$ cat src/rtl/i2cm_pkg.sv
package i2cm_pkg;
  typedef enum logic [1:0] {
    OP_START = 2'd0,
    OP_WRITE = 2'd1,
    OP_READ  = 2'd2,
    OP_STOP  = 2'd3
  } cmd_op_e;

  typedef enum logic [1:0] {
    ST_IDLE  = 2'd0,
    ST_START = 2'd1,
    ST_BYTE  = 2'd2,
    ST_STOP  = 2'd3
  } seq_st_e;
endpackage

$ cat src/rtl/i2cm_sync.sv
module i2cm_sync #(
  parameter int N      = 2,
  parameter int STAGES = 2
) (
  input  logic         clk,
  input  logic         rst_n,
  input  logic [N-1:0] d,
  output logic [N-1:0] q
);
  for (genvar i = 0; i < N; i++) begin : g_line
    logic [STAGES-1:0] ff;
    always_ff @(posedge clk or negedge rst_n) begin
      if (!rst_n) ff <= '1;
      else        ff <= {ff[STAGES-2:0], d[i]};
    end
    assign q[i] = ff[STAGES-1];
  end
endmodule

$ cat src/rtl/i2cm_qtimer.sv
module i2cm_qtimer #(
  parameter int DIV_W = 12
) (
  input  logic             clk,
  input  logic             rst_n,
  input  logic             run,
  input  logic             stall,
  input  logic [DIV_W-1:0] div,
  output logic             tick
);
  logic [DIV_W-1:0] cnt;
  logic [DIV_W-1:0] lim;

  assign lim  = (div == '0) ? '0 : div - DIV_W'(1);
  assign tick = run && !stall && (cnt >= lim);

  always_ff @(posedge clk or negedge rst_n) begin
    if (!rst_n)             cnt <= '0;
    else if (!run || tick)  cnt <= '0;
    else if (!stall)        cnt <= cnt + DIV_W'(1);
  end
endmodule

$ cat src/rtl/i2cm_shift.sv
module i2cm_shift #(
  parameter int W = 8
) (
  input  logic         clk,
  input  logic         rst_n,
  input  logic         load,
  input  logic [W-1:0] load_val,
  input  logic         shift_en,
  input  logic         din,
  output logic [W-1:0] q
);
  always_ff @(posedge clk or negedge rst_n) begin
    if (!rst_n)        q <= '0;
    else if (load)     q <= load_val;
    else if (shift_en) q <= {q[W-2:0], din};
  end
endmodule

$ cat src/rtl/i2cm_master.sv
module i2cm_master
  import i2cm_pkg::*;
#(
  parameter int DIV_W       = 12,
  parameter int BYTE_W      = 8,
  parameter int SYNC_STAGES = 2
) (
  input  logic              clk,
  input  logic              rst_n,
  input  logic [DIV_W-1:0]  div_quarter,
  input  logic              cmd_valid,
  output logic              cmd_ready,
  input  logic [1:0]        cmd_op,
  input  logic [BYTE_W-1:0] cmd_wdata,
  input  logic              cmd_nack,
  output logic              done,
  output logic [BYTE_W-1:0] rx_data,
  output logic              ack_received,
  input  logic              scl_i,
  input  logic              sda_i,
  output logic              scl_oe,
  output logic              sda_oe
);
  localparam int BIT_W = $clog2(BYTE_W + 1);
  localparam logic [BIT_W-1:0] LAST_BIT = BIT_W'(BYTE_W);

  seq_st_e          st;
  cmd_op_e          op;
  logic [1:0]       q_idx;
  logic [BIT_W-1:0] bitn;
  logic [BIT_W-1:0] nb;
  logic             rd_mode;
  logic             nack_lvl;
  logic             nb_level;
  logic             accept;
  logic             tick;
  logic             stall;
  logic             scl_s;
  logic             sda_s;
  logic [1:0]       line_s;
  logic             shift_en;
  logic             sh_load;
  logic [BYTE_W-1:0] sh_q;

  assign op        = cmd_op_e'(cmd_op);
  assign cmd_ready = (st == ST_IDLE);
  assign accept    = cmd_valid && cmd_ready;
  assign scl_s     = line_s[1];
  assign sda_s     = line_s[0];
  // clock line released but still read low: a target is stretching
  assign stall     = (q_idx == 2'd1) && !scl_s;

  i2cm_sync #(.N(2), .STAGES(SYNC_STAGES)) u_sync (
    .clk(clk), .rst_n(rst_n), .d({scl_i, sda_i}), .q(line_s)
  );

  i2cm_qtimer #(.DIV_W(DIV_W)) u_timer (
    .clk(clk), .rst_n(rst_n), .run(st != ST_IDLE), .stall(stall),
    .div(div_quarter), .tick(tick)
  );

  assign sh_load  = accept && (op == OP_WRITE || op == OP_READ);
  assign shift_en = tick && (st == ST_BYTE) && (q_idx == 2'd1) && (bitn < LAST_BIT);

  i2cm_shift #(.W(BYTE_W)) u_shift (
    .clk(clk), .rst_n(rst_n), .load(sh_load),
    .load_val((op == OP_READ) ? {BYTE_W{1'b1}} : cmd_wdata),
    .shift_en(shift_en), .din(sda_s), .q(sh_q)
  );
  assign rx_data = sh_q;

  // level wanted on SDA for the bit after the current one
  assign nb = bitn + BIT_W'(1);
  always_comb begin
    if (nb < LAST_BIT) nb_level = rd_mode ? 1'b1 : sh_q[BYTE_W-1];
    else               nb_level = rd_mode ? nack_lvl : 1'b1;
  end

  always_ff @(posedge clk or negedge rst_n) begin
    if (!rst_n) begin
      st           <= ST_IDLE;
      q_idx        <= 2'd0;
      bitn         <= '0;
      rd_mode      <= 1'b0;
      nack_lvl     <= 1'b0;
      scl_oe       <= 1'b0;
      sda_oe       <= 1'b0;
      done         <= 1'b0;
      ack_received <= 1'b0;
    end else begin
      done <= 1'b0;
      if (st == ST_IDLE) begin
        if (accept) begin
          q_idx <= 2'd0;
          bitn  <= '0;
          unique case (op)
            OP_START: begin st <= ST_START; sda_oe <= 1'b0; end
            OP_WRITE: begin
              st <= ST_BYTE; rd_mode <= 1'b0;
              sda_oe <= !cmd_wdata[BYTE_W-1];
            end
            OP_READ: begin
              st <= ST_BYTE; rd_mode <= 1'b1; nack_lvl <= cmd_nack;
              sda_oe <= 1'b0;
            end
            OP_STOP: begin st <= ST_STOP; sda_oe <= 1'b1; end
          endcase
        end
      end else if (tick) begin
        unique case (q_idx)
          2'd0: begin q_idx <= 2'd1; scl_oe <= 1'b0; end
          2'd1: begin
            q_idx <= 2'd2;
            if (st == ST_START)      sda_oe <= 1'b1;
            else if (st == ST_STOP)  sda_oe <= 1'b0;
            else if (bitn == LAST_BIT) ack_received <= !sda_s;
          end
          2'd2: begin
            q_idx <= 2'd3;
            if (st != ST_STOP) scl_oe <= 1'b1;
          end
          2'd3: begin
            if (st == ST_BYTE && bitn != LAST_BIT) begin
              bitn   <= nb;
              q_idx  <= 2'd0;
              sda_oe <= !nb_level;
            end else begin
              st    <= ST_IDLE;
              q_idx <= 2'd0;
              done  <= 1'b1;
            end
          end
        endcase
      end
    end
  end


  sda_hold_chk: assert property (@(posedge clk) disable iff (!rst_n)
    (!scl_oe && $past(!scl_oe) && (sda_oe != $past(sda_oe)))
      |-> (st == ST_START || st == ST_STOP))
    else $error("SDA moved under a released SCL outside START/STOP");


  stretch_wait_chk: assert property (@(posedge clk) disable iff (!rst_n)
    (st != ST_IDLE && q_idx == 2'd1 && !scl_s) |=> (q_idx == 2'd1 && !scl_oe))
    else $error("advanced while the clock line was held low");


  busy_ready_chk: assert property (@(posedge clk) disable iff (!rst_n)
    (cmd_valid && cmd_ready) |=> !cmd_ready)
    else $error("ready stayed high after a command was taken");


  done_pulse_chk: assert property (@(posedge clk) disable iff (!rst_n)
    done |=> !done)
    else $error("done lasted more than one cycle");


  stop_release_chk: assert property (@(posedge clk) disable iff (!rst_n)
    (done && $past(st == ST_STOP)) |-> (!scl_oe && !sda_oe))
    else $error("lines not released after STOP");
endmodule

$ cat config.mk
export PLATFORM = sky130hd
export DESIGN_NAME = i2cm_master
export DESIGN_NICKNAME = d
export VERILOG_FILES = /design/src/rtl/i2cm_pkg.sv /design/src/rtl/i2cm_sync.sv /design/src/rtl/i2cm_qtimer.sv /design/src/rtl/i2cm_shift.sv /design/src/rtl/i2cm_master.sv
export SDC_FILE = /design/constraint.sdc
export NUM_CORES = 1
export LEC_CHECK = 0
export ABC_AREA = 1
export BUFFER_PORTS_ARGS = -buffer_cell sky130_fd_sc_hd__buf_2
export CAP_MARGIN = 20
export CORE_UTILIZATION = 57
export CTS_CLUSTER_DIAMETER = 150
export DETAILED_ROUTE_END_ITERATION = 7
export PLACE_DENSITY = 0.81
export SLEW_MARGIN = 20
export SYNTH_ARGS = -nofsm -noshare
export SYNTH_HDL_FRONTEND = slang
export SYNTH_SLANG_ARGS = --single-unit
$ cat constraint.sdc
create_clock -name clk -period 1.85 [get_ports clk]
set_input_delay 0 -clock clk [delete_from_list [all_inputs] [get_ports clk]]
set_output_delay 0 -clock clk [all_outputs]
set_load 0.01 [all_outputs]
# Word-level counts from Yosys, hierarchy flattened
# Index checks and enable logic that the tools add are counted.
[totals] ff_bits=38 memories=0 mem_bits_rw=0 latch_bits=0 input_bits=28 mem_bits_ro=0 word_cells=118 out_inout_bits=13
[classes] n_div=0 bitwise_logic=3 n_reduce_logical=39 multipliers=0 magnitude_cmp=3 n_addsub=3 n_shift=0 mux=39 eq_ne=18
[ops] cell="$mux 12" n=3
[ops] cell="$mux 8" n=3
[ops] cell="$mux 4" n=5
[ops] cell="$mux 2" n=8
[ops] cell="$mux 1" n=14
[ops] cell="$reduce_bool 2->1" n=7
[ops] cell="$add 12x1->12 const B" n=1
[ops] cell="$eq 2x2->1 const B" n=6
[ops] cell="$ge 12x12->1" n=1
[ops] cell="$logic_not 12->1" n=1
[ops] cell="$reduce_and 4->1" n=3
[ops] cell="$sub 12x1->12 const B" n=1
[ops] cell="$logic_and 1x1->1" n=9
[ops] cell="$lt 4x4->1 const B" n=2
[ops] cell="$ne 2x2->1 const B" n=4
[ops] cell="$pmux 2 s4" n=1
[ops] cell="$eq 2x1->1 const B" n=3
[ops] cell="$logic_not 1->1" n=6
[ops] cell="$logic_not 2->1" n=3
[ops] cell="$pmux 1 s2" n=3
[ops] cell="$pmux 2 s3" n=1
[ops] cell="$reduce_and 3->1" n=2
[ops] cell="$reduce_and 6->1" n=1
[ops] cell="$reduce_and 5->1" n=1
[ops] cell="other kinds (12)" n=16

# Longest topological paths before layout
# Gate-level depths: netlist of run 1.
[logic_depth] depth_word=10 depth_mapped=20 depth_no_buf=20

# Hierarchy
# Synthesis of run 1 repeated with hierarchy kept, for this count alone.
[hier_totals] hier_cells=358 area_unflattened_um2=2763.9
[modules_own_cells] mod="i2cm_qtimer" cells_each=191 seq_area_each_um2=300.3 area_per_inst_um2=1280.0 instances=1
[modules_own_cells] mod="i2cm_master" cells_each=117 seq_area_each_um2=350.3 area_per_inst_um2=989.7 instances=1
[modules_own_cells] mod="i2cm_shift" cells_each=44 seq_area_each_um2=200.2 area_per_inst_um2=374.1 instances=1
[modules_own_cells] mod="i2cm_sync" cells_each=6 seq_area_each_um2=105.1 area_per_inst_um2=120.1 instances=1

# Worst setup path before layout of run 1
# No wires, ideal clock.
[synth_path] path_type="input -> register" startpoint="in div_quarter[0]" endpoint="reg bitn[0]" n_path_buf=0 setup_ns=0.117 stages=18 slack_ns=-0.193 arrival_time_ns=1.927 required_ns=1.733 path_cell_list="inv_1 -> ha_1 -> nand2_1 -> nor2_1 -> a21oi_1 -> nand3b_1 -> ha_1 -> nand2_1 -> nor2_1 -> nand2_1 -> nor2_1 -> nand2_1 -> nand2_2 -> nand2_4 -> nand2_2 -> nand2_1 -> nand2_1 -> nand2_1"
[synth_via] elab_chain_cells=6 elab_cells_between_ends=7 cone_classes="add/sub: 1; order compare: 1; mux: 1; reduce/logical: 4"
[synth_rtl] item="from (decl)" line="i2cm_master.sv:10" source="input logic [DIV_W-1:0] div_quarter,"
[synth_rtl] item="$sub 12x1->12 or $logic_not 12->1 (tied branches)" line="i2cm_qtimer.sv:14" source="assign lim = (div == '0) ? '0 : div - DIV_W'(1);"
[synth_rtl] item="$mux 12 (*)" line="i2cm_qtimer.sv:14"
[synth_rtl] item="$ge 12x12->1 (*)" line="i2cm_qtimer.sv:15" source="assign tick = run && !stall && (cnt >= lim);"
[synth_rtl] item="$logic_and 1x1->1 (*)" line="i2cm_qtimer.sv:15"
[synth_rtl] item="$reduce_bool 2->1 (no source line) (*)"
[synth_rtl] item="$reduce_and 4->1 (no source line) (*)"
[synth_rtl] item="to (signal assigned)" line="i2cm_master.sv:124" source="bitn <= nb;"
[synth_rtl] item="to (decl)" line="i2cm_master.sv:30" source="logic [BIT_W-1:0] bitn;"
# Mark *: on every way between the ends. The rest lies on a longest branch, timed or not.
# A chain may end at the register's enable or synchronous reset.

# Worst setup path after layout of run 1
[layout_path] startpoint="in div_quarter[7]" endpoint="reg bitn[2]"
# Same word-level chain as after synthesis.

==> results of run 1 <==
==> state kept, by name (all words and copies together), names as in the netlist <==
| signal | flops |
|---|---|
| done | 1 |
| u_shift.q | 8 |
| nack_lvl | 1 |
| q_idx | 2 |
| u_timer.cnt | 12 |
| st | 2 |
| ack_received | 1 |
| bitn | 4 |
| u_sync.g_line.ff | 4 |
| scl_oe | 1 |
| sda_oe | 1 |
| rd_mode | 1 |
==> logic make-up after synthesis <==
logic type      after synthesis  synth area share, %
simple gates                210                35.58
compound gates               37                7.555
flops                        38                34.98
mux                           1               0.4121
fa+ha+maj                    25                11.45
xor+xnor                      7                2.244
buf+inv                      50                7.784
==> cell usage after synthesis, drive strengths merged <==
master and instances:
mux2 1, xor2 4, o22ai 2, xnor2 3, dfrtp 34, nor4 2
dfstp 4, ha 25, nor3 11, nor2 47, a41oi 1, a31o 1
nand3b 2, o21bai 1, or2 6, nand3 35, o211ai 2, nand2 103
inv 45, a31oi 3, nand4 4, buf 5, o21ai 16, a21oi 11
==> final cells by class <==
cell class,instances,area share [%]
sequential,38,24.93
multi-input combinational,280,51.39
timing repair buffer,80,14.78
inverter,45,5.220
tap,52,1.697
clock buffer,7,1.990
==> through the flow <==
| stage | power (mW) | hold WS (ns) | setup slack (ns) | utilization, % |
|---|---|---|---|---|
| 2_1_floorplan | 2.167 | -0.2956 | -0.01883 | - |
| 3_3_place_gp | 2.507 | 0.1053 | -0.4262 | 73.01 |
| 3_5_place_dp | 2.565 | 0.1061 | -0.4865 | 73.01 |
| 4_1_cts | 3.187 | 0.06812 | 0.005064 | 80.62 |
| 5_1_grt | 3.594 | 0.1128 | -0.2203 | 85.71 |
| 6_report | 3.345 | 0.07313 | -0.06945 | 85.71 |
==> final timing paths <==
kind / endpoint / cells past startpoint
worst max-delay path: bitn[2] / 18
worst min-delay path: u_shift.q[2] / 5
worst min register to register: u_sync.g_line[1].ff[1] / 0
min in group asynchronous: bitn[3] / 2
worst max register to register: bitn[2] / 12
max in group asynchronous: u_timer.cnt[9] / 2
==> metal layers <==
layer  share of wire, %  vias to the layer above
met3                3.9                       20
met5                  0                        -
met1                 38                     1313
met4                2.7                        0
li1                   -                     1355
met2                 55                       89
==> power by group through the flow <==
stage          sequential, mW  combinational [mW]  clock [mW]
2_1_floorplan            1.29               0.882           0
3_3_place_gp             1.30                1.21           0
3_5_place_dp             1.31                1.25           0
4_1_cts                  1.30                1.35       0.538
5_1_grt                  1.35                1.68       0.568
6_report                 1.32                1.49       0.530
==> repair_timing <==
| action | in CTS | in global routing |
|---|---|---|
| resized for setup | 41 | 50 |
| hold endpoints to repair | 37 | 0 |
| buffers inserted | 7 | 2 |
| pin swaps | 30 | 24 |
| hold buffers | 4 | 0 |
| setup endpoints to repair | 32 | 32 |
==> critical path, cell delays in order <==
cell	delay (ns)
buf_2	0.12
buf_4	0.15
nor3_2	0.26
nand2_2	0.10
nand2_1	0.10
nand3_2	0.10
ha_4	0.30
nand2_4	0.06
nor2_4	0.11
nand2_2	0.07
nor2_2	0.14
nor2_4	0.05
nand2_4	0.12
nand2_8	0.10
nand2_8	0.13
nand2_8	0.07
nand2_2	0.08
nand2_2	0.04
==> Flow_metrics.wiki, run 1 <==
{| class="wikitable"
! Metric !! Value
|-
| Outcome || finished, violations left
|-
| Violated checks || DRC, setup timing
|-
| Period Utilization, post-route || 103.8%
|-
| HPWL Detailed || 4.724 mm
|-
| Worst relative slew slack || 44.74%
|-
| Setup repair after global routing missed its margin || true
|-
| Master cell of the clock root buffer || clkbuf_8
|-
| Most area-consuming cells after synthesis || dfrtp_1 31%, nand2_1 13%, ha_1 11%
|-
| Setup slack, reg-to-reg || 0.03 ns
|-
| Share of cells above drive strength 1 || 37.33%
|-
| Met3 routing resource usage after global routing || 3.657%
|-
| Starting Density || 61.07%
|-
| Clk sink count || 38
|-
| Total grt overflow || 0
|-
| Num ports || 41
|-
| FF+latch area || 955.9 sq um
|-
| Largest net degree at the start of global routing || 39
|-
| Number of design-rule violations left by the first detailed-router iteration || 120
|-
| Number of antenna violations at the first check in global routing || 0
|-
| Mean routed wirelength per cell || 14.36 microns
|-
| Core Footprint || 4474 sq um
|-
| Detailed-router iteration count before antenna repair || 6
|-
| Worst Path Class, Setup || primary input to flip-flop
|-
| Final layout net count || 503
|-
| Startpoint of the most critical setup path || div_quarter[7]
|-
| Syn Area/Cell || 7.426 sq um
|-
| Total negative setup slack || -0.5878 ns
|-
| Design area || 3835 sq um
|-
| Sw Pwr || 1.404 mW
|-
| P_leak || 2.006 nW
|-
| Cell Count, Final, Fillers Out || 502
|-
| Remaining antenna violation count after routing || 0
|-
| Total number of H-tree levels || 2
|-
| Combinational share of power || 44.6%
|-
| Final GP Congestion || 0.8301
|-
| GR met1 Demand/Resource || 29.50%
|-
| Worst Skew || 0.003025 ns
|-
| Worst EP required || 2.03 ns
|-
| Inserted Clock Buffers || 5
|-
| Biggest area consumer among synthesized cells || dfrtp_1
|-
| Sequential fraction of the synthesis area || 34.98%
|-
| Critical Path Fanout Max || 8
|-
| Most common cell after layout, fill and taps aside || nand2_1
|-
| Number of global-route vias before repair || 2706
|-
| Startpoint of the worst-slack reg-to-reg timing path || u_timer.cnt[11]
|-
| CP Capture Type || flip-flop
|-
| DRC errors left || 1
|-
| Layer with the highest usage || met2
|-
| Startpoint Class || primary input
|-
| Area share of the largest cell type after synthesis || 31.14%
|-
| Final wirelength || 7.209 mm
|-
| Total of fill cells in the finished design || 264
|-
| Number of max-cap violations || 0
|-
| Share of power burned in the clock network || 15.8%
|-
| Internal Dissipation || 1.941 mW
|-
| Min-delay src || cmd_wdata[2]
|-
| Cell Pwr Density || 872.3 nW/um^2
|-
| Class of the tightest hold or removal check || primary input to flip-flop
|-
| Worst Setup Slack, final || -0.06945 ns
|-
| Seq pwr share || 39.5%
|-
| Clock-pin transition on the worst setup and hold timing paths || 0.07 ns
|-
| Register bit total from synthesis || 38
|-
| Max Transition Viols Final || 0
|-
| TritonCTS clock tree || done
|-
| Area grow syn2layout || 40.34%
|-
| Floorplan die width || 71.24 microns
|-
| Fin crit period || 1.919 ns
|-
| Synthesized instance count || 368
|-
| Final Hold Vio Count || 0
|-
| Y dimension of the die || 71.24 microns
|-
| DIE AREA || 5075 sq um
|-
| Most used cells in the layout excluding fill and tap cells || 76 x nand2_1, 38 x inv_1, 36 x buf_4
|-
| Total of warnings raised by yosys || 0
|-
| Max VDD drop || 0.7045 mV
|-
| Antenna fix cells || 0
|-
| Data arrival time of the critical path || 2.10 ns
|-
| Site Rows || 24
|-
| Bufs on Longest Clock Path || 2
|-
| Number of distinct library cells after synthesis || 36
|-
| Max frequency || 521.0 MHz
|-
| Number of nets in the synthesized netlist || 421
|-
| GR Util All Layers || 27.94%
|-
| Area after DPL || 3267 sq um
|-
| Final setup violating endpoints || 17
|-
| Clock Latency Late Sink || 0.29 ns
|-
| Drt via density || 5.532
|-
| Switching power share of the total || 41.96%
|-
| Multi-input logic area || 1971 sq um
|-
| First-pass GRT wire length || 11.29 mm
|-
| Netlist Area Pre-Place || 2733 sq um
|-
| Port buffer count || 40
|-
| GR Layer Usage met2 || 56.30%
|-
| Slew @ Worst Pin || 0.8288 ns
|-
| Routed vias || 2777
|-
| Inst Count DP || 482
|}
Note: power is estimated with default switching activity, not from simulation.
==> inputs of run 2 (changes only) <==
Settings changed: ABC_AREA 1 to not set.
==> run 2 against run 1 <==
Effect of this change:
- worst setup slack worse by 0.60 ns
- sequential cell count stayed put
- critical path type unchanged
- area after synthesis is 6.9% lower
- wire length is 4.4% higher
- count of clock-buffer cells in the layout stayed put
- critical endpoint is now bitn[1]
- clock skew is 0.0089 ns higher
- fmax is 24% lower
- combinational power is 6% lower
- clock power is 14% higher
- the flow finishes with violations (setup timing)
- sequential share of layout area is 1.9 points higher
- die area is 6.7% lower
- register-to-register slack worse by 0.29 ns
==> Flow_metrics.wiki, run 2 <==
{| class="wikitable"
! Metric !! Value
|-
| Total of fill cells in the finished design || 204 (-23%)
|-
| Final layout net count || 422 (-16%)
|-
| Largest registers || u_timer.cnt x12, u_shift.q x8
|-
| Worst relative slew slack || 43.93% (-0.82 points)
|-
| Class of the tightest hold or removal check || primary input to flip-flop
|-
| Count of flip-flops with a built-in enable after synthesis || 0 (unchanged)
|-
| Number of design-rule violations left by the first detailed-router iteration || 181 (+51%)
|-
| Master cell of the clock root buffer || clkbuf_8
|-
| First-pass GRT wire length || 11.50 mm (+1.9%)
|-
| Max VDD drop || 0.6698 mV (-4.9%)
|-
| Worst EP required || 2.03 ns (about the same)
|-
| Drt via density || 6.140 (+11%)
|-
| Setup repair after global routing missed its margin || true
|-
| Cell with the most instances after synthesis || dfrtp_1
|-
| Slew @ Worst Pin || 0.8411 ns (+0.01223 ns)
|-
| Bufs on Longest Clock Path || 2 (unchanged)
|-
| Total number of H-tree levels || 2 (unchanged)
|-
| Worst Skew || 0.01194 ns (+0.008914 ns)
|-
| Clock Latency Late Sink || 0.30 ns (about the same)
|-
| Port buffer count || 40 (unchanged)
|-
| Worst-case hold slack || 0.008948 ns (-0.06418 ns)
|-
| Cells along the critical path || buf_6 > or4_4 > nor4_4 > buf_4 > a21oi_1 > ha_1 > and4_4 > nand4_1 > o22ai_4 > and3_4 > mux2_4
|-
| Leading cell types by count after synthesis || 34 x dfrtp_1, 26 x nand2_1, 25 x ha_1, 22 x nor2_1, 14 x inv_1
|-
| Number of global-route vias before repair || 2503 (-7.5%)
|-
| Site Rows || 23 (-4.2%)
|-
| CP Capture Type || flip-flop
|-
| Clock-pin transition on the worst setup and hold timing paths || 0.07 ns (about the same)
|-
| Post-place setup slack || -1.051 ns (-0.5647 ns)
|-
| Core Footprint || 4144 sq um (-7.4%)
|-
| Max frequency || 397.1 MHz (-24%)
|-
| Biggest area consumer among synthesized cells || dfrtp_1
|-
| Register bit total from synthesis || 38 (unchanged)
|-
| Outcome || finished, violations left
|-
| Slowest library cell on the worst path || or4_4
|-
| Share of async-settable or async-resettable flops after synthesis || 100.0% (unchanged)
|-
| Y dimension of the die || 68.80 microns (-3.4%)
|-
| Final GP Congestion || 0.9049 (+9.0%)
|-
| Detailed-router iteration count before antenna repair || 4 (-2)
|-
| Post-synth top flop || dfrtp_1
|-
| Period Utilization, post-route || 136.1% (+32 points)
|-
| Startpoint Class || primary input
|-
| Syn Area/Cell || 9.527 sq um (+28%)
|-
| Routed vias || 2579 (-7.1%)
|-
| Clk sink count || 38 (unchanged)
|-
| Number of distinct library cells after synthesis || 54 (+50%)
|-
| Total grt overflow || 0 (unchanged)
|-
| Worst Path Class, Setup || primary input to flip-flop
|-
| Remaining antenna violation count after routing || 0 (unchanged)
|-
| Final wirelength || 7.524 mm (+4.4%)
|-
| Data arrival time of the critical path || 2.69 ns (+0.59 ns)
|-
| HPWL Detailed || 4.530 mm (-4.1%)
|-
| Floorplan die width || 68.80 microns (-3.4%)
|-
| Number of nets in the synthesized netlist || 320 (-24%)
|-
| Most flop-heavy register || u_timer.cnt
|-
| Most area-consuming cells after synthesis || dfrtp_1 33%, ha_1 12%, dfstp_2 4.1%
|-
| Worst Setup Slack, final || -0.6683 ns (-0.5988 ns)
|-
| Largest delay contributor family on the critical path || simple AND/OR/NAND/NOR gates
|-
| TritonCTS clock tree || done
|-
| Number of max-cap violations || 0 (unchanged)
|-
| Mean routed wirelength per cell || 17.91 microns (+25%)
|-
| FF+latch area || 955.9 sq um (unchanged)
|-
| Sequential fraction of the synthesis area || 37.58% (+2.6 points)
|-
| Area grow syn2layout || 39.84%
|-
| Most common cell after layout, fill and taps aside || buf_4
|-
| GR Util All Layers || 33.86% (+5.9 points)
|-
| Inserted Clock Buffers || 5 (unchanged)
|-
| Antenna fix cells || 0 (unchanged)
|-
| Netlist Area Pre-Place || 2544 sq um (-6.9%)
|-
| P_leak || 1.749 nW (-13%)
|-
| Multi-input logic area || 1669 sq um (-15%)
|-
| Largest net degree at the start of global routing || 39 (unchanged)
|-
| Fin crit period || 2.518 ns (+0.5988 ns)
|-
| Share of cells above drive strength 1 || 41.62% (+4.3 points)
|-
| DIE AREA || 4733 sq um (-6.7%)
|-
| Violated checks || setup timing
|-
| Max Transition Viols Final || 0 (unchanged)
|-
| Delay of the slowest cell on the worst path || 0.57 ns (+0.27 ns)
|-
| Final setup violating endpoints || 32 (+15)
|-
| Area share of the largest cell type after synthesis || 33.45% (+2.3 points)
|-
| Critical Path Fanout Max || 6 (-2)
|-
| Cell Pwr Density || 873.8 nW/um^2 (+0.16%)
|-
| DRC errors left || 0 (-1)
|-
| Flip-flop count of the largest register, all copies and words added || 12 (unchanged)
|-
| Most used cells in the layout excluding fill and tap cells || 53 x buf_4, 39 x buf_2, 34 x dfrtp_1
|-
| Starting Density || 61.38% (+0.31 points)
|-
| Synthesized instance count || 267 (-27%)
|-
| Final Hold Vio Count || 0 (unchanged)
|-
| Total negative setup slack || -16.20 ns (-15.62 ns)
|-
| Number of antenna violations at the first check in global routing || 0 (unchanged)
|-
| Total of warnings raised by yosys || 0 (unchanged)
|-
| Num ports || 41 (unchanged)
|-
| Setup slack, reg-to-reg || -0.26 ns (-0.29 ns)
|-
| Critical path buffers and inverters || 2 (unchanged)
|}
[run 2: cell count changes in the layout (fill, tap and decap cells not counted), sizes merged, moves of 4 or more]
| cell | change |
|---|---|
| nand2 | -76 |
| inv | -31 |
| nand3 | -25 |
| nor2 | -25 |
| buf | +22 |
| a221o | +9 |
| o21a | +8 |
| mux2i | +7 |
| o21ai | -5 |
| xor2 | +4 |
[run 2: final timing paths]
check	start	to	cells past startpoint
max	div_quarter[4]	bitn[1]	11
min	cmd_wdata[2]	u_shift.q[2]	3
max reg2reg	u_timer.cnt[2]	bitn[1]	8
min reg2reg	u_sync.g_line[1].ff[0]	u_sync.g_line[1].ff[1]	0
max in group asynchronous	rst_n	sda_oe	2
min in group asynchronous	rst_n	bitn[2]	2
[run 2: area by class of cell]
cell class	instances	area share, %
Clock buffer	7	2.427
Clock inverter	1	0.1407
Inverter	15	1.618
Multi-Input combinational cell	205	46.92
Sequential cell	38	26.87
Tap cell	50	1.759
Timing Repair Buffer	104	20.26
[run 2: what timing repair did]
action / in CTS / in global routing
setup buffers: 6 / 1
setup endpoints to repair: 32 / 32
resized for setup: 21 / 22
hold endpoints to repair: 39 / 0
hold buffers: 6 / 0
pin swaps: 22 / 10
[run 2: cell families after synthesis]
family	share of synthesized area, %
AO/OA/AOI/OAI	17.91
XOR/XNOR	3.788
adder cells (fa/ha/maj)	12.30
buffers and inverters	4.476
flip-flops	37.58
multiplexers	4.525
AND/OR/NAND/NOR	19.43
[run 2: per-stage QoR]
step | util, % | cells | area (sq um) | power, mW
floorplan | - | 267 | 2609 | 1.755
global placement | 77.02 | 400 | 3192 | 2.249
detailed placement | 77.02 | 400 | 3192 | 2.293
CTS | 83.97 | 420 | 3480 | 2.970
global route | 85.84 | 420 | 3557 | 3.288
finish | 85.84 | 420 | 3557 | 3.108
[run 2: power breakdown]
group	switching, mW	total, mW	internal (mW)
combinational	0.716	1.40	0.688
clock	0.302	0.603	0.301
sequential	0.115	1.10	0.986
[run 2: per-layer routing]
layer | up-vias | GRT usage, % | wire, microns
met1 | 1214 | 39.85 | 3078
met3 | 49 | 7.566 | 409
li1 | 1179 | - | -
met5 | - | 0 | 0
met2 | 137 | 58.82 | 3606
met4 | 0 | 15.05 | 429
[run 2: tightest hold or removal path, cell delays in order]
cell     delay (ns)
buf_2          0.08
o21a_1         0.10
a221o_1        0.10
